$ cat config.mk
export PLATFORM = sky130hd
export DESIGN_NAME = loop_continuity_tester
export DESIGN_NICKNAME = d
export VERILOG_FILES = /design/src/rtl/lct_pkg.sv /design/src/rtl/lct_sync.sv /design/src/rtl/lct_step_seq.sv /design/src/rtl/lct_pattern.sv /design/src/rtl/lct_check.sv /design/src/rtl/loop_continuity_tester.sv
export SDC_FILE = /design/constraint.sdc
export NUM_CORES = 1
export LEC_CHECK = 0
export ABC_AREA = 1
export BUFFER_PORTS_ARGS = -buffer_cell sky130_fd_sc_hd__buf_2
export CAP_MARGIN = 20
export CORE_MARGIN = 5
export CORE_UTILIZATION = 60
export CTS_BUF_LIST = sky130_fd_sc_hd__clkbuf_4 sky130_fd_sc_hd__clkbuf_8
export CTS_CLUSTER_SIZE = 30
export DETAILED_ROUTE_END_ITERATION = 8
export GPL_TIMING_DRIVEN = 0
export PLACE_DENSITY = 0.92
export REMOVE_ABC_BUFFERS = 1
export SYNTH_ARGS = -nofsm -noshare
export SYNTH_HDL_FRONTEND = slang
export SYNTH_HIERARCHICAL = 1
export SYNTH_SLANG_ARGS = --single-unit
$ cat constraint.sdc
create_clock -name clk -period 9.7 [get_ports clk]
set_input_delay 0.97 -clock clk [delete_from_list [all_inputs] [get_ports clk]]
set_output_delay 0.97 -clock clk [all_outputs]
set_load 0.005 [all_outputs]
$ cat src/rtl/lct_pkg.sv
package lct_pkg;
  localparam int NUM_LINES = 32;
  localparam int NUM_PAIRS = 14;
  localparam int LINE_W    = $clog2(NUM_LINES);
  localparam int PAIR_W    = $clog2(NUM_PAIRS);

  typedef enum logic {ST_IDLE, ST_RUN} seq_state_t;

  // Lower line of each looped pair: two groups of two-apart links
  // followed by the two clock lanes.
  function automatic int pair_lo(int p);
    if (p < 2)       return 1 + 4 * p;
    else if (p < 12) return 8 + 4 * ((p - 2) / 2) + ((p - 2) % 2);
    else             return 28 + 2 * (p - 12);
  endfunction

  function automatic int pair_hi(int p);
    return (p < 12) ? pair_lo(p) + 2 : pair_lo(p) + 1;
  endfunction
endpackage

$ cat src/rtl/lct_sync.sv
module lct_sync #(
  parameter int W = 32
) (
  input  logic         clk,
  input  logic         rst_n,
  input  logic [W-1:0] d,
  output logic [W-1:0] q
);
  logic [W-1:0] meta_q;
  logic [W-1:0] hold_q;

  always_ff @(posedge clk or negedge rst_n) begin
    if (!rst_n) begin
      meta_q <= '0;
      hold_q <= '0;
    end else begin
      meta_q <= d;
      hold_q <= meta_q;
    end
  end

  assign q = hold_q;
endmodule

$ cat src/rtl/lct_step_seq.sv
module lct_step_seq
  import lct_pkg::*;
#(
  parameter int CNT_W      = 8,
  parameter int SETTLE_DEF = 16,
  parameter int SETTLE_MIN = 3
) (
  input  logic              clk,
  input  logic              rst_n,
  input  logic              start,
  input  logic [CNT_W-1:0]  settle_len,
  output logic              run,
  output logic              launch,
  output logic              sample,
  output logic              finish,
  output logic              pol,
  output logic              dir,
  output logic [PAIR_W-1:0] pair_idx
);
  localparam logic [CNT_W-1:0]  DEF_C     = CNT_W'(SETTLE_DEF);
  localparam logic [CNT_W-1:0]  MIN_C     = CNT_W'(SETTLE_MIN);
  localparam logic [PAIR_W-1:0] LAST_PAIR = PAIR_W'(NUM_PAIRS - 1);

  seq_state_t        state_q, state_d;
  logic [CNT_W-1:0]  cnt_q, cnt_d;
  logic [PAIR_W-1:0] pair_q, pair_d;
  logic              pol_q, pol_d;
  logic              dir_q, dir_d;
  logic [CNT_W-1:0]  eff_len;
  logic [CNT_W-1:0]  reload;
  logic              last_step;

  always_comb begin
    if (settle_len == '0)        eff_len = DEF_C;
    else if (settle_len < MIN_C) eff_len = MIN_C;
    else                         eff_len = settle_len;
    reload = eff_len - CNT_W'(1);
  end

  assign last_step = pol_q & dir_q & (pair_q == LAST_PAIR);
  assign run       = (state_q == ST_RUN);
  assign launch    = (state_q == ST_IDLE) & start;
  assign sample    = run & (cnt_q == '0);
  assign finish    = sample & last_step;
  assign pol       = pol_q;
  assign dir       = dir_q;
  assign pair_idx  = pair_q;

  always_comb begin
    state_d = state_q;
    cnt_d   = cnt_q;
    pair_d  = pair_q;
    pol_d   = pol_q;
    dir_d   = dir_q;
    case (state_q)
      ST_IDLE: begin
        if (start) begin
          state_d = ST_RUN;
          cnt_d   = reload;
          pair_d  = '0;
          pol_d   = 1'b0;
          dir_d   = 1'b0;
        end
      end
      default: begin
        if (cnt_q != '0) begin
          cnt_d = cnt_q - CNT_W'(1);
        end else if (last_step) begin
          state_d = ST_IDLE;
        end else begin
          cnt_d = reload;
          dir_d = ~dir_q;
          if (dir_q) begin
            if (pair_q == LAST_PAIR) begin
              pair_d = '0;
              pol_d  = 1'b1;
            end else begin
              pair_d = pair_q + PAIR_W'(1);
            end
          end
        end
      end
    endcase
  end

  always_ff @(posedge clk or negedge rst_n) begin
    if (!rst_n) begin
      state_q <= ST_IDLE;
      cnt_q   <= '0;
      pair_q  <= '0;
      pol_q   <= 1'b0;
      dir_q   <= 1'b0;
    end else begin
      state_q <= state_d;
      cnt_q   <= cnt_d;
      pair_q  <= pair_d;
      pol_q   <= pol_d;
      dir_q   <= dir_d;
    end
  end

  // within a step the counter only moves down by one
  a_r6_countdown: assert property (@(posedge clk) disable iff (!rst_n)
    (run && cnt_q != '0) |=> (cnt_q == $past(cnt_q) - CNT_W'(1)));

  // the lower-line step of a pair is followed by the upper-line step of the same pair
  a_r5_dir_order: assert property (@(posedge clk) disable iff (!rst_n)
    (sample && !dir_q) |=> (dir_q && $stable(pair_q) && $stable(pol_q)));

  // a strobe during a step neither restarts nor moves the sequence
  a_r10_start_ignored: assert property (@(posedge clk) disable iff (!rst_n)
    (run && start && !sample) |=> (run && $stable({pol_q, pair_q, dir_q})));
endmodule

$ cat src/rtl/lct_pattern.sv
module lct_pattern
  import lct_pkg::*;
(
  input  logic                 run,
  input  logic                 pol,
  input  logic                 dir,
  input  logic [PAIR_W-1:0]    pair_idx,
  output logic [NUM_LINES-1:0] line_oe,
  output logic [NUM_LINES-1:0] line_out
);
  always_comb begin
    line_oe  = '0;
    line_out = '0;
    for (int p = 0; p < NUM_PAIRS; p++) begin
      line_oe[LINE_W'(dir ? pair_hi(p) : pair_lo(p))]  = run;
      line_out[LINE_W'(dir ? pair_hi(p) : pair_lo(p))] =
        run & ((PAIR_W'(p) == pair_idx) ^ pol);
    end
  end
endmodule

$ cat src/rtl/lct_check.sv
module lct_check
  import lct_pkg::*;
(
  input  logic                 sample,
  input  logic                 pol,
  input  logic                 dir,
  input  logic [PAIR_W-1:0]    pair_idx,
  input  logic [NUM_LINES-1:0] line_sync,
  output logic [NUM_PAIRS-1:0] mismatch
);
  logic unused_lines;

  always_comb begin
    mismatch     = '0;
    unused_lines = ^line_sync;
    for (int p = 0; p < NUM_PAIRS; p++) begin
      mismatch[p] = sample &
        ((dir ? line_sync[LINE_W'(pair_lo(p))] : line_sync[LINE_W'(pair_hi(p))]) ^
         ((PAIR_W'(p) == pair_idx) ^ pol));
    end
  end
endmodule

$ cat src/rtl/loop_continuity_tester.sv
module loop_continuity_tester
  import lct_pkg::*;
#(
  parameter int CNT_W      = 8,
  parameter int SETTLE_DEF = 16,
  parameter int SETTLE_MIN = 3
) (
  input  logic                 clk,
  input  logic                 rst_n,
  input  logic                 start,
  input  logic [CNT_W-1:0]     settle_len,
  input  logic [NUM_LINES-1:0] line_in,
  output logic [NUM_LINES-1:0] line_oe,
  output logic [NUM_LINES-1:0] line_out,
  output logic                 busy,
  output logic                 done,
  output logic [NUM_PAIRS-1:0] pair_ok,
  output logic                 all_pass
);
  logic                 rst_meta_q, rst_int_n;
  logic                 run, launch, sample, finish, pol, dir;
  logic [PAIR_W-1:0]    pair_idx;
  logic [NUM_LINES-1:0] line_sync;
  logic [NUM_PAIRS-1:0] mismatch;
  logic [NUM_PAIRS-1:0] fail_q, fail_d;
  logic [NUM_PAIRS-1:0] ok_q, ok_d;
  logic                 done_q, done_d;

  // reset asserts at once, releases on the clock
  always_ff @(posedge clk or negedge rst_n) begin
    if (!rst_n) begin
      rst_meta_q <= 1'b0;
      rst_int_n  <= 1'b0;
    end else begin
      rst_meta_q <= 1'b1;
      rst_int_n  <= rst_meta_q;
    end
  end

  lct_step_seq #(
    .CNT_W(CNT_W), .SETTLE_DEF(SETTLE_DEF), .SETTLE_MIN(SETTLE_MIN)
  ) u_seq (
    .clk(clk), .rst_n(rst_int_n), .start(start), .settle_len(settle_len),
    .run(run), .launch(launch), .sample(sample), .finish(finish),
    .pol(pol), .dir(dir), .pair_idx(pair_idx)
  );

  lct_pattern u_pat (
    .run(run), .pol(pol), .dir(dir), .pair_idx(pair_idx),
    .line_oe(line_oe), .line_out(line_out)
  );

  lct_sync #(.W(NUM_LINES)) u_sync (
    .clk(clk), .rst_n(rst_int_n), .d(line_in), .q(line_sync)
  );

  lct_check u_chk (
    .sample(sample), .pol(pol), .dir(dir), .pair_idx(pair_idx),
    .line_sync(line_sync), .mismatch(mismatch)
  );

  always_comb begin
    fail_d = launch ? '0 : (fail_q | mismatch);
    ok_d   = finish ? ~(fail_q | mismatch) : ok_q;
    done_d = finish;
  end

  always_ff @(posedge clk or negedge rst_int_n) begin
    if (!rst_int_n) begin
      fail_q <= '0;
      ok_q   <= '0;
      done_q <= 1'b0;
    end else begin
      fail_q <= fail_d;
      ok_q   <= ok_d;
      done_q <= done_d;
    end
  end

  assign busy     = run;
  assign done     = done_q;
  assign pair_ok  = ok_q;
  assign all_pass = &ok_q;

  // one side of each pair drives while busy, never both
  for (genvar p = 0; p < NUM_PAIRS; p++) begin : g_pair_chk
    localparam int LO = pair_lo(p);
    localparam int HI = pair_hi(p);
    a_r1_one_side: assert property (@(posedge clk) disable iff (!rst_int_n)
      busy |-> (line_oe[LO] ^ line_oe[HI]));
  end

  // everything tristated while idle
  a_r2_idle_tristate: assert property (@(posedge clk) disable iff (!rst_int_n)
    !busy |-> (line_oe == '0));

  // walking-one pass has a single high driver
  a_r3_single_high: assert property (@(posedge clk) disable iff (!rst_int_n)
    (busy && !pol) |-> ($countones(line_out & line_oe) == 1));

  // walking-zero pass has a single low driver
  a_r4_single_low: assert property (@(posedge clk) disable iff (!rst_int_n)
    (busy && pol) |-> ($countones(~line_out & line_oe) == 1));

  // results change only on the completion edge
  a_r8_results_held: assert property (@(posedge clk) disable iff (!rst_int_n)
    !done |-> $stable(pair_ok));

  // done is a single-cycle pulse seen with busy low
  a_r9_done_pulse: assert property (@(posedge clk) disable iff (!rst_int_n)
    done |=> !done);
  a_r9_done_idle: assert property (@(posedge clk) disable iff (!rst_int_n)
    done |-> !busy);
endmodule

Yosys cells after proc, flatten, opt, wreduce, memory -nomap -nowiden
Index checks and enable logic that the tools add are counted.
Widths: inputs -> output; s select.
{ "classes": {"n_addsub": 3, "magnitude_cmp": 29, "bitwise": 51, "muxes": 100, "n_reduce_logical": 24, "eq_ne": 19} }
{ "ops": {"columns": ["operator", "n"], "rows": [
  ["$bwmux 32", 26],
  ["$lt 5x7->1 const B", 12],
  ["$demux 1 s5", 14],
  ["$and 32x32->32", 2],
  ["$ge 5x1->1 const B", 12],
  ["$mux 8", 6],
  ["$mux 1", 35],
  ["$and 1x1->1", 25],
  ["$eq 4x4->1 const A", 6],
  ["$mux 2", 12],
  ["$mux 4", 6],
  ["$xor 1x1->1", 20],
  ["$eq 3x4->1 const A", 4],
  ["$logic_not 8->1", 2],
  ["$sub 8x1->8 const B", 2],
  ["$logic_and 1x1->1", 14],
  ["$mux 14", 1],
  ["$not 14->14", 1],
  ["$or 14x6->14", 1],
  ["$reduce_and 14->1", 1],
  ["$eq 2x4->1 const A", 2],
  ["$lt 8x2->1 const B", 1],
  ["$ne 2x2->1 const B", 4],
  ["$reduce_bool 8->1", 1],
  ["other kinds (15)", 16]
]} }
{ "word_totals": {"input_bits": 43, "ff_bits": 78, "wordCells": 238} }

Logic depth before layout (Yosys ltp)
Gate-level depths: netlist (run 1).
{ "depth": {"ltp_word": 19, "ltp_mapped": 13, "depth_no_buf": 13} }

Cells and area by module
The synthesis (run 1) kept the hierarchy.
{ "by_module_without_submodules": {"columns": ["mod", "area_each_um2", "cells_per_inst", "n_inst"], "rows": [
  ["lct_sync", 1601.5, 64, 1],
  ["loop_continuity_tester", 1242.4, 120, 1],
  ["lct_step_seq", 1123.6, 163, 1],
  ["lct_pattern", 631.9, 105, 1],
  ["lct_check", 392.9, 81, 1]
]} }

Worst setup path before layout (run 1)
No wires, ideal clock.
{ "synth_path": {"path_type": "input -> register", "from": "in settle_len[6]", "to": "reg u_seq.cnt_q[6]", "t_required_ns": 9.578, "arrival_ns": 2.027, "setup_slack_ns": 7.551, "path_buffers": 0, "stages": 12, "path_cell_list": "nor2_1 -> nand2_1 -> inv_1 -> a31oi_1 -> ha_1 -> nand2_1 -> nor2_1 -> nand2_1 -> o21ai_0 -> nand2_1 -> nand2_1 -> o21ai_1"} }
{ "synth_between": {"elab_chain_len": 7, "elab_cells_between_ends": 9, "cone_classes": "add/sub (1); order compare (1); mux (6); reduce/logical (1)"} }
{ "synth_lines": {"columns": ["item", "line", "text"], "rows": [
  ["start, declared", "loop_continuity_tester.sv:11", "input logic [CNT_W-1:0] settle_len,"],
  ["$lt 8x2->1", "lct_step_seq.sv:35", "else if (settle_len < MIN_C) eff_len = MIN_C;"],
  ["$mux 8", "lct_step_seq.sv:35", null],
  ["$mux 8 (*)", "lct_step_seq.sv:34", "if (settle_len == '0) eff_len = DEF_C;"],
  ["$sub 8x1->8 (*)", "lct_step_seq.sv:37", "reload = eff_len - CNT_W'(1);"],
  ["$mux 8", "lct_step_seq.sv:68", "end else if (last_step) begin"],
  ["$mux 8", "lct_step_seq.sv:66", "if (cnt_q != '0) begin"],
  ["$mux 8 (*)", "lct_step_seq.sv:55", "case (state_q)"],
  ["end signal, assigned", "lct_step_seq.sv:95", "cnt_q <= cnt_d;"],
  ["end, declared", "lct_step_seq.sv:25", "logic [CNT_W-1:0] cnt_q, cnt_d;"]
]} }
Mark *: on every way between the ends. The rest lies on a longest branch, timed or not. The select of a mux whose other input is x is not followed.
A chain may end at the register's enable or synchronous reset.

Final worst setup path (run 1)
{ "layout_path": {"from": "reg u_seq.pair_q[0] (netlist: u_seq/pair_idx[0])", "to": "out line_out[13]"} }
{ "layout_between": {"elab_chain_len": 17, "elab_cells_between_ends": 56, "cone_classes": "eq/ne (13); mux (13); bitwise (29); reduce/logical (1)"} }
{ "layout_lines": {"columns": ["item", "line", "text"], "rows": [
  ["start, declared", "lct_step_seq.sv:26", "logic [PAIR_W-1:0] pair_q, pair_d;"],
  ["start signal, assigned", "lct_step_seq.sv:96", "pair_q <= pair_d;"],
  ["$logic_not 4->1", "lct_pattern.sv:17", "run & ((PAIR_W'(p) == pair_idx) ^ pol);"],
  ["$xor 1x1->1", "lct_pattern.sv:17", null],
  ["$and 1x1->1", "lct_pattern.sv:17", null],
  ["$and 32x32->32 (no source line)", null, null],
  ["$bwmux 32 (12 in series)", "lct_pattern.sv:16", "line_out[LINE_W'(dir ? pair_hi(p) : pair_lo(p))] ="],
  ["$bwmux 32 (*)", "lct_pattern.sv:16", null],
  ["end, declared", "loop_continuity_tester.sv:14", "output logic [NUM_LINES-1:0] line_out,"]
]} }
Mark *: on every way between the ends. The rest lies on a longest branch, timed or not.

==> reports/metrics.csv, run 1 <==
stage,metric,value,unit
critical_path,startpoint types,flop,
die,full die area,8380,um^2
finish,Area Overhead vs Synth,8.28,%
sta,Max Clk Rate,0.370,GHz
sta,crit share post-route,27.9,%
cts,clock-pin slew on the worst setup and hold paths,80,ps
critical_path,worst setup path class,flop to output pin,
cts,# clock sinks,70,
sta,RSZ-0062 raised after global routing,false,
cts,clk_lat worst skew,340,ps
global_route,total track usage,18.1,%
die,row cnt,29,
global_route,Overflow after GRT,0,
cts,Post-CTS Hold Fix Bufs,0,
finish,Antenna Cells,0,
finish,nets,598,
placed_design,GPL Wtd Cong,0.842,
pwr,Max IR drop VDD,0.126,mV
cts,CTS tree,yes,
global_route,initial antenna violation count,0,
critical_path,CP Cell Sequence,inv_1 -> nor2_2 -> nand2_1 -> nand2_1 -> nand3_2 -> nor2_1 -> buf_2,
drt,DRC Markers,0,
worst_hold_path,min-delay worst type,flop to asynchronous set/reset pin,
global_route,vias in the first global route,2918,
sta,hold_ws,296,ps
pwr,Power Dens Cells,206,nW/um^2
cts,total CTS buffers,9,
cts,root buffer cell,clkbuf_8,
placed_design,DP HPWL,5.55,mm
critical_path,worst-path maximum fanout,12,
sta,Final Setup Violations,0,
finish,design area,4320,um^2
placed_design,Buffers on Ports,63,
synth,cells after synthesis,493,
run,maxcap violations,0,
die,Die Wd,91.6,um
sta,Tmin final,2710,ps
critical_path,CP arrival,1740,ps
critical_path,"most used cell, CP",nand2_1,
critical_path,crit path capture type,output pin,
die,Core Box Area,6420,um^2
drt,DR iter-0 viols,272,
sta,worst-margin pin slew,841,ps
synth,syn avg cell area,8.10,um^2
synth,mapped cell area,3990,um^2
global_route,largest net degree at the start of global routing,41,
cts,H-tree depth,3,
drt,Via Count,3088,
global_route,global-route wire length before repair,12.4,mm
finish,share of layout cells above drive strength 1,24.7,%
die,Initial Utilization,62.1,%
sta,final hold vios,0,
critical_path,CP max stage delay,640,ps
pwr,overall power,0.890,mW
die,num ports,124,
drt,Pre-antenna DRT Iters,5,
drt,DRT antenna net count,0,
sta,clk_skew,12.6,ps
placed_design,area post-placement,4120,um^2
sta,max_slew headroom,43.9,%
critical_path,"Req. time, crit path",8730,ps
synth,Ys Warns,6,
critical_path,"slowest stage cell, crit path",dfrtp_1,
cts,Post CTS Setup Buffer Count,0,
drt,final WL,7.46,mm
outcome,status,"finished, final reports clean",
die,Die H,91.6,um
sta,fin. max-slew vios,0,
drt,routed len/inst,11.8,um
sta,Final TNS setup,0,ps
placed_design,Placed Cells,615,
cts,# resized after CTS,0,
cts,clock buffer depth,2,
pwr,Pleak,2.27,nW
drt,DR vias/cell,4.89,
finish,final std cells w/o fill,632,
layout make-up:
cell class / instances / area (um^2)
sequential: 70 / 1750
clock inverter: 5 / 58.8
timing repair buffer: 66 / 370
fill: 479 / 2100
clock buffer: 11 / 139
tap: 77 / 96.3
multi-input combinational: 343 / 1680
inverter: 60 / 228
where the power goes:
part	switching, mW	internal [mW]	leakage [nW]
Combinational	0.164	0.108	1.41
Clock	0.106	0.125	0.0968
Sequential	0.0551	0.332	0.764
per-layer routing:
layer  routed length (um)  GRT usage [%]  up-vias
met5                    0              0        -
met4                   85           7.16        0
met3                  621           4.71        9
met2                 3680           32.3      140
met1                 3070           20.5     1395
li1                     -              -     1544
flip-flops by register name, summed over array words and instances, names as in the netlist:
| register | flops |
|---|---|
| pair_ok | 14 |
| u_seq/dir | 1 |
| done | 1 |
| rst_int_n | 1 |
| u_seq/pair_idx | 4 |
| rst_meta_q | 1 |
| u_seq/pol | 1 |
| u_seq/run | 1 |
| u_seq/cnt_q | 8 |
| u_sync/meta_q | 12 |
| u_sync/q | 12 |
| fail_q | 14 |
critical path, delay by kind of cell (launching register included):
kind	cells	cell delay, ps
flip-flops	1	640
AND/OR/NAND/NOR	5	530
buffers and inverters	2	230
path summary, 6_finish.rpt:
kind	startpoint	end	slack [ps]	cells past startpoint
hold reg to reg	rst_int_n$_DFF_PN0_	u_seq/cnt_q[6]$_DFFE_PN0P_	300	0
hold / removal	rst_int_n$_DFF_PN0_	u_seq/cnt_q[6]$_DFFE_PN0P_	300	0
setup reg to reg	u_seq/pair_idx[1]$_DFFE_PN0P_	pair_ok[3]$_DFFE_PN0P_	7290	9
min in group clk	u_sync/meta_q[14]$_DFF_PN0_	u_sync/q[14]$_DFF_PN0_	350	0
setup / recovery	u_seq/pair_idx[0]$_DFFE_PN0P_	line_out[13]	6990	7
max in group asynchronous	rst_int_n$_DFF_PN0_	fail_q[2]$_DFF_PN0_	8770	1
cell usage in the layout, fill, tap and decap left out, types with 2 or more instances in the layout:
master	instances
nor3_1	3
conb_1	49
nand4_1	4
xor2_1	3
nand3_1	32
o21ai_2	14
dfrtp_1	69
clkinvlp_4	2
o21ai_1	6
o22ai_1	2
nand3_2	4
nand2_1	91
nor2_4	4
clkbuf_8	9
clkbuf_4	2
nor2_1	71
ha_1	5
o21ai_0	14
buf_2	63
inv_1	53
nor2_2	12
nand2_2	8
a21oi_1	10
a31oi_1	3
inv_2	6
stage by stage:
stage,utilization (%),worst slack [ps]
after floorplan,-,6810
after global placement,63.3,6240
after detailed placement,64.1,7250
after CTS,67.2,7000
after global routing,67.3,6790
final,67.3,6990
Note: power is estimated with default switching activity, not from simulation.
==> run 2: changes to the inputs <==
--- a/config.mk
+++ b/config.mk
@@ -9,12 +9,12 @@
 export BUFFER_PORTS_ARGS = -buffer_cell sky130_fd_sc_hd__buf_2
 export CAP_MARGIN = 20
 export CORE_MARGIN = 5
-export CORE_UTILIZATION = 60
+export CORE_UTILIZATION = 56
 export CTS_BUF_LIST = sky130_fd_sc_hd__clkbuf_4 sky130_fd_sc_hd__clkbuf_8
 export CTS_CLUSTER_SIZE = 30
 export DETAILED_ROUTE_END_ITERATION = 8
 export GPL_TIMING_DRIVEN = 0
-export PLACE_DENSITY = 0.92
+export PLACE_DENSITY = 0.87
 export REMOVE_ABC_BUFFERS = 1
 export SYNTH_ARGS = -nofsm -noshare
 export SYNTH_HDL_FRONTEND = slang
==> constraint.sdc (replaced) <==
create_clock -name clk -period 2.5 [get_ports clk]
set_input_delay 0.25 -clock clk [delete_from_list [all_inputs] [get_ports clk]]
set_output_delay 0.25 -clock clk [all_outputs]
set_load 0.005 [all_outputs]
==> reports/metrics.csv, run 2 (synthesis results as in run 1) <==
stage,metric,value,unit,change
cts,total CTS buffers,9,,unchanged
cts,CTS tree,yes,,unchanged
pwr,Power Dens Cells,779,nW/um^2,was 206 nW/um^2
placed_design,GPL Wtd Cong,0.838,,was 0.842
global_route,GR Layer Usage met3,3.98,%,was 4.71%
worst_hold_path,Hold EP,u_sync/meta_q[15]$_DFF_PN0_,,
finish,nets,605,,was 598
finish,final std cells w/o fill,658,,was 632
die,num ports,124,,unchanged
cts,clk_lat worst skew,340,ps,about the same
sta,fin worst setup slack,388,ps,was 6990 ps
placed_design,Buffers on Ports,63,,unchanged
critical_path,"Req. time, crit path",2770,ps,was 8730 ps
pwr,Comb power frac,30.1,%,was 30.5%
pwr,Pleak,2.30,nW,was 2.27 nW
cts,H-tree depth,3,,unchanged
finish,share of layout cells above drive strength 1,24.2,%,was 24.7%
sta,Max Clk Rate,0.473,GHz,
critical_path,startpoint types,flop,,unchanged
finish,Area Overhead vs Synth,11.0,%,was 8.28%
sta,crit share post-route,84.5,%,
finish,Antenna Cells,0,,unchanged
critical_path,worst setup path class,flop to flop,,was flop to output pin
global_route,Overflow after GRT,0,,unchanged
drt,DRC Markers,0,,unchanged
global_route,global-route wire length before repair,12.3,mm,was 12.4 mm
outcome,status,"finished, final reports clean",,unchanged
placed_design,DP Worst Slack,157,ps,was 7250 ps
critical_path,FF-to-FF End,pair_ok[5]$_DFFE_PN0P_,,was pair_ok[3]$_DFFE_PN0P_
cts,clock-pin slew on the worst setup and hold paths,80,ps,about the same
sta,clk_skew,9.34,ps,was 12.6 ps
die,Die Wd,94.4,um,was 91.6 um
worst_hold_path,min-delay worst type,primary input to flop,,was flop to asynchronous set/reset pin
die,Initial Utilization,58.1,%,was 62.1%
worst_hold_path,Hold Crit Depth,1,,
pwr,switching power total,1.24,mW,was 0.325 mW
global_route,largest net degree at the start of global routing,44,,was 41
global_route,met1 usage,19.3,%,was 20.5%
die,full die area,8920,um^2,was 8380 um^2
cts,clock buffer depth,2,,unchanged
critical_path,reg2reg setup slack,390,ps,was 7290 ps
drt,routed len/inst,11.3,um,was 11.8 um
finish,design area,4430,um^2,was 4320 um^2
drt,DR vias/cell,4.74,,was 4.89
sta,worst-margin pin slew,1080,ps,was 841 ps
die,Die H,94.4,um,was 91.6 um
global_route,initial antenna violation count,0,,unchanged
sta,max_slew headroom,27.9,%,was 43.9%
pwr,P_int,2.21,mW,was 0.565 mW
sta,Tmin final,2110,ps,
cts,# clock sinks,70,,unchanged
placed_design,area post-placement,4140,um^2,was 4120 um^2
sta,hold_ws,11.7,ps,was 296 ps
pwr,Sw Ratio,35.9,%,was 36.5%
global_route,met2 Resource Use GR,31.3,%,was 32.3%
run,maxcap violations,0,,unchanged
drt,final WL,7.46,mm,about the same
worst_hold_path,hold path start,line_in[15],,
critical_path,Reg2Reg Depth,8,,was 9
pwr,overall power,3.45,mW,was 0.890 mW
critical_path,CP Cell Sequence,ha_1 -> nand3_2 -> nor2_2 -> nand2_2 -> nor2_4 -> buf_16 -> nand2_1 -> o21ai_2,,was inv_1 -> nor2_2 -> nand2_1 -> nand2_1 -> nand3_2 -> nor2_1 -> buf_2
sta,Final TNS setup,0,ps,unchanged
sta,final hold vios,0,,unchanged
drt,DRT antenna net count,0,,unchanged
finish,"commonest non-fill, non-tap cell in the layout",nand2_1,,unchanged
global_route,total track usage,17.1,%,was 18.1%
finish,most frequent cells in the layout,"nand2_1, nor2_1, dfrtp_1",,unchanged
drt,Via Count,3122,,was 3088
critical_path,Crit Reg-Reg Startpoint,u_seq/pair_idx[0]$_DFFE_PN0P_,,was u_seq/pair_idx[1]$_DFFE_PN0P_
critical_path,crit path capture type,flop,,was output pin
critical_path,worst-path maximum fanout,17,,was 12
finish,final core occ,64.5,%,was 67.3%
sta,fin. max-slew vios,0,,unchanged
finish,Fill cells,553,,was 479
global_route,busiest grt layer,met2,,unchanged
pwr,clock power share,26.5,%,was 26.0%
critical_path,CP max stage delay,620,ps,was 640 ps
drt,DR iter-0 viols,156,,was 272
critical_path,"slowest stage cell, crit path",dfrtp_1,,unchanged
placed_design,Placed Cells,634,,was 615
global_route,vias in the first global route,2932,,was 2918
pwr,Max IR drop VDD,0.677,mV,was 0.126 mV
die,Core Box Area,6870,um^2,was 6420 um^2
placed_design,DP HPWL,5.49,mm,was 5.55 mm
cts,root buffer cell,clkbuf_8,,unchanged
pwr,power share of the sequential group,43.4,%,was 43.5%
sta,RSZ-0062 raised after global routing,false,,unchanged
sta,Final Setup Violations,0,,unchanged
drt,Pre-antenna DRT Iters,5,,unchanged
critical_path,CP arrival,2380,ps,was 1740 ps
die,row cnt,30,,was 29
[run 2: cell types whose count changed in the layout (fill, tap and decap cells not counted), sizes merged]
cell	delta
inv	-1
buf	-1
dlygate4sd3	+8
clkinv	+1
[run 2: cell type report]
type	instances	area, um^2	area share [%]
Inverter	60	228	5.14
Clock inverter	5	58.8	1.33
Tap cell	96	120	2.71
Multi-Input combinational cell	343	1680	38.0
Timing Repair Buffer	73	443	10.0
Sequential cell	70	1750	39.6
Clock buffer	11	145	3.28
[run 2: per-layer routing]
layer  up-vias  wire length, um
met4         0               90
met3         7              581
li1       1555                -
met2       118             3820
met5         -                0
met1      1442             2970
[run 2: what timing repair did]
action                                  4_1_cts  5_1_grt
endpoints found under the setup margin        0        7
endpoints found under the hold margin         6        3
gates resized for setup                       0        1
hold buffers                                  5        3
buffers inserted                              0        0
[run 2: critical path: cells and delay by family (launching register included)]
kind	cells	cell delay, ps
fa+ha+maj	1	250
compound gates	1	60
simple gates	5	890
buf+inv	1	220
flops	1	620
[run 2: worst max path at each step]
stage / startpoint / slack (ps) / to / depth (start not counted)
floorplan: u_seq/pair_idx[1]$_DFFE_PN0P_ / -390 / pair_ok[0]$_DFFE_PN0P_ / 8
global placement: u_seq/pair_idx[0]$_DFFE_PN0P_ / -930 / pair_ok[0]$_DFFE_PN0P_ / 7
detailed placement: u_seq/pair_idx[0]$_DFFE_PN0P_ / 160 / pair_ok[13]$_DFFE_PN0P_ / 8
CTS: u_seq/pair_idx[0]$_DFFE_PN0P_ / 120 / pair_ok[5]$_DFFE_PN0P_ / 8
global route: u_seq/dir$_DFFE_PN0P_ / 230 / pair_ok[2]$_DFFE_PN0P_ / 7
finish: u_seq/pair_idx[0]$_DFFE_PN0P_ / 390 / pair_ok[5]$_DFFE_PN0P_ / 8
[run 2: power groups by stage]
stage	Sequential, mW	Combinational (mW)	Clock (mW)
global placement	1.52	0.960	0
floorplan	1.47	0.728	0
finish	1.50	1.04	0.914
detailed placement	1.52	1.02	0
global route	1.53	1.20	0.990
CTS	1.50	1.04	0.934
==> run 3: changes to the inputs <==
==> constraint.sdc (replaced) <==
create_clock -name clk -period 2.15 [get_ports clk]
set_input_delay 0.215 -clock clk [delete_from_list [all_inputs] [get_ports clk]]
set_output_delay 0.215 -clock clk [all_outputs]
set_load 0.005 [all_outputs]
==> reports/metrics.csv, run 3 (synthesis results as in run 1) <==
stage,metric,value,unit,change
critical_path,FF-to-FF End,pair_ok[5]$_DFFE_PN0P_,,unchanged
global_route,total track usage,17.6,%,was 17.1%
cts,# clock sinks,70,,unchanged
global_route,initial antenna violation count,0,,unchanged
sta,Tmin final,1930,ps,was 2110 ps
cts,clock-pin slew on the worst setup and hold paths,80,ps,about the same
sta,Final Setup Violations,0,,unchanged
finish,nets,613,,was 605
finish,Antenna Cells,0,,unchanged
finish,final std cells w/o fill,666,,was 658
sta,clk_skew,11.8,ps,was 9.34 ps
critical_path,worst-path maximum fanout,6,,was 17
critical_path,CP arrival,2170,ps,was 2380 ps
drt,DR vias/cell,4.73,,was 4.74
pwr,Max IR drop VDD,0.673,mV,was 0.677 mV
drt,DRC Markers,0,,unchanged
die,row cnt,30,,unchanged
placed_design,area post-placement,4140,um^2,unchanged
outcome,status,"finished, final reports clean",,unchanged
die,Die Wd,94.4,um,unchanged
sta,Max Clk Rate,0.518,GHz,was 0.473 GHz
global_route,vias in the first global route,2948,,was 2932
sta,fin. max-slew vios,0,,unchanged
finish,final core occ,65.8,%,was 64.5%
die,Die H,94.4,um,unchanged
cts,H-tree depth,3,,unchanged
global_route,largest net degree at the start of global routing,44,,unchanged
finish,Area Overhead vs Synth,13.2,%,was 11.0%
drt,final WL,7.61,mm,was 7.46 mm
pwr,overall power,4.03,mW,was 3.45 mW
drt,routed len/inst,11.4,um,was 11.3 um
pwr,Power Dens Cells,893,nW/um^2,was 779 nW/um^2
sta,max_slew headroom,28.1,%,was 27.9%
critical_path,crit path capture type,flop,,unchanged
sta,hold_ws,195,ps,was 11.7 ps
critical_path,Reg2Reg Depth,11,,was 8
run,maxcap violations,0,,unchanged
drt,Pre-antenna DRT Iters,4,,was 5
finish,"commonest non-fill, non-tap cell in the layout",nand2_1,,unchanged
critical_path,startpoint types,flop,,unchanged
critical_path,"Req. time, crit path",2380,ps,was 2770 ps
critical_path,reg2reg setup slack,220,ps,was 390 ps
sta,worst-margin pin slew,1070,ps,was 1080 ps
cts,clock buffer depth,2,,unchanged
cts,total CTS buffers,9,,unchanged
die,full die area,8920,um^2,unchanged
critical_path,Crit Reg-Reg Startpoint,u_seq/cnt_q[0]$_DFFE_PN0P_,,was u_seq/pair_idx[0]$_DFFE_PN0P_
drt,DR iter-0 viols,162,,was 156
sta,final hold vios,0,,unchanged
placed_design,Buffers on Ports,63,,unchanged
critical_path,worst setup path class,flop to flop,,unchanged
cts,root buffer cell,clkbuf_8,,unchanged
drt,DRT antenna net count,0,,unchanged
die,Initial Utilization,58.1,%,unchanged
worst_hold_path,min-delay worst type,primary input to asynchronous set/reset pin,,was primary input to flop
drt,Via Count,3149,,was 3122
cts,CTS tree,yes,,unchanged
finish,design area,4520,um^2,was 4430 um^2
placed_design,DP HPWL,5.49,mm,unchanged
sta,crit share post-route,89.9,%,was 84.5%
finish,share of layout cells above drive strength 1,24.9,%,was 24.2%
sta,RSZ-0062 raised after global routing,false,,unchanged
placed_design,Placed Cells,634,,unchanged
placed_design,GPL Wtd Cong,0.838,,unchanged
die,Core Box Area,6870,um^2,unchanged
global_route,global-route wire length before repair,12.5,mm,was 12.3 mm
cts,clk_lat worst skew,340,ps,about the same
global_route,Overflow after GRT,0,,unchanged
die,num ports,124,,unchanged
pwr,Pleak,2.34,nW,was 2.30 nW
finish,most frequent cells in the layout,"nand2_1, nor2_1, dfrtp_1",,unchanged
[run 3: cell types whose count changed in the layout (fill, tap and decap cells not counted)]
cell / before / now
buf_12: 1 / 2
buf_4: 0 / 2
dfrtp_1: 69 / 66
dfrtp_2: 1 / 4
dlygate4sd3_1: 8 / 13
[run 3: worst max-delay path, stage by stage, from the launching register on]
cell	delay [ps]
dfrtp_1	360
inv_1	130
ha_1	190
nand2_1	60
nor2_1	100
nand4_1	160
nor2_1	390
nand2_1	120
nor2_1	110
nor2_1	70
nand2_1	70
o21ai_2	60
[run 3: area by class of cell]
| type | count | area (um^2) |
|---|---|---|
| multi-input cells | 343 | 1680 |
| well taps | 96 | 120 |
| inverters | 60 | 228 |
| repair buffers | 81 | 528 |
| flip-flops and latches | 70 | 1760 |
| clock inverters | 5 | 58.8 |
| fillers | 537 | 2350 |
| clock buffers | 11 | 145 |
[run 3: through the flow]
stage,setup slack (ps),TNS (ps)
after global routing,48.6,0
after floorplan,-741,-10490
after detailed placement,-193,-1710
final,218,0
after global placement,-1280,-54240
after CTS,19.7,0
[run 3: timing repair]
item / 4_1_cts / 5_1_grt
buffers inserted: 0 / 3
endpoints found under the setup margin: 14 / 10
pin swaps: 0 / 1
resized for setup: 1 / 3
hold buffers: 13 / 0
endpoints found under the hold margin: 14 / 0
[run 3: worst max-delay path by stage]
| stage | endpoint | slack (ps) | start | depth (start not counted) |
|---|---|---|---|---|
| after global placement | pair_ok[0]$_DFFE_PN0P_ | -1280 | u_seq/pair_idx[0]$_DFFE_PN0P_ | 7 |
| after detailed placement | pair_ok[13]$_DFFE_PN0P_ | -190 | u_seq/pair_idx[0]$_DFFE_PN0P_ | 8 |
| after global routing | pair_ok[5]$_DFFE_PN0P_ | 50 | u_seq/cnt_q[0]$_DFFE_PN0P_ | 11 |
| final | pair_ok[5]$_DFFE_PN0P_ | 220 | u_seq/cnt_q[0]$_DFFE_PN0P_ | 11 |
| after CTS | pair_ok[5]$_DFFE_PN0P_ | 20 | u_seq/pair_idx[0]$_DFFE_PN0P_ | 8 |
| after floorplan | pair_ok[0]$_DFFE_PN0P_ | -740 | u_seq/pair_idx[1]$_DFFE_PN0P_ | 8 |
[run 3: power by group]
group | internal, mW | total, mW | switching, mW
Combinational | 0.498 | 1.22 | 0.721
Sequential | 1.51 | 1.75 | 0.240
Clock | 0.580 | 1.07 | 0.488
Total | 2.58 | 4.03 | 1.45
[run 3: routing by layer]
metal  share of wire [%]  up-vias  track usage (%)
met5                   0        -                0
met4                 1.2        0             6.26
met3                 7.3        9             3.82
met2                  52      117             32.8
met1                  39     1451             19.6
li1                    -     1572                -
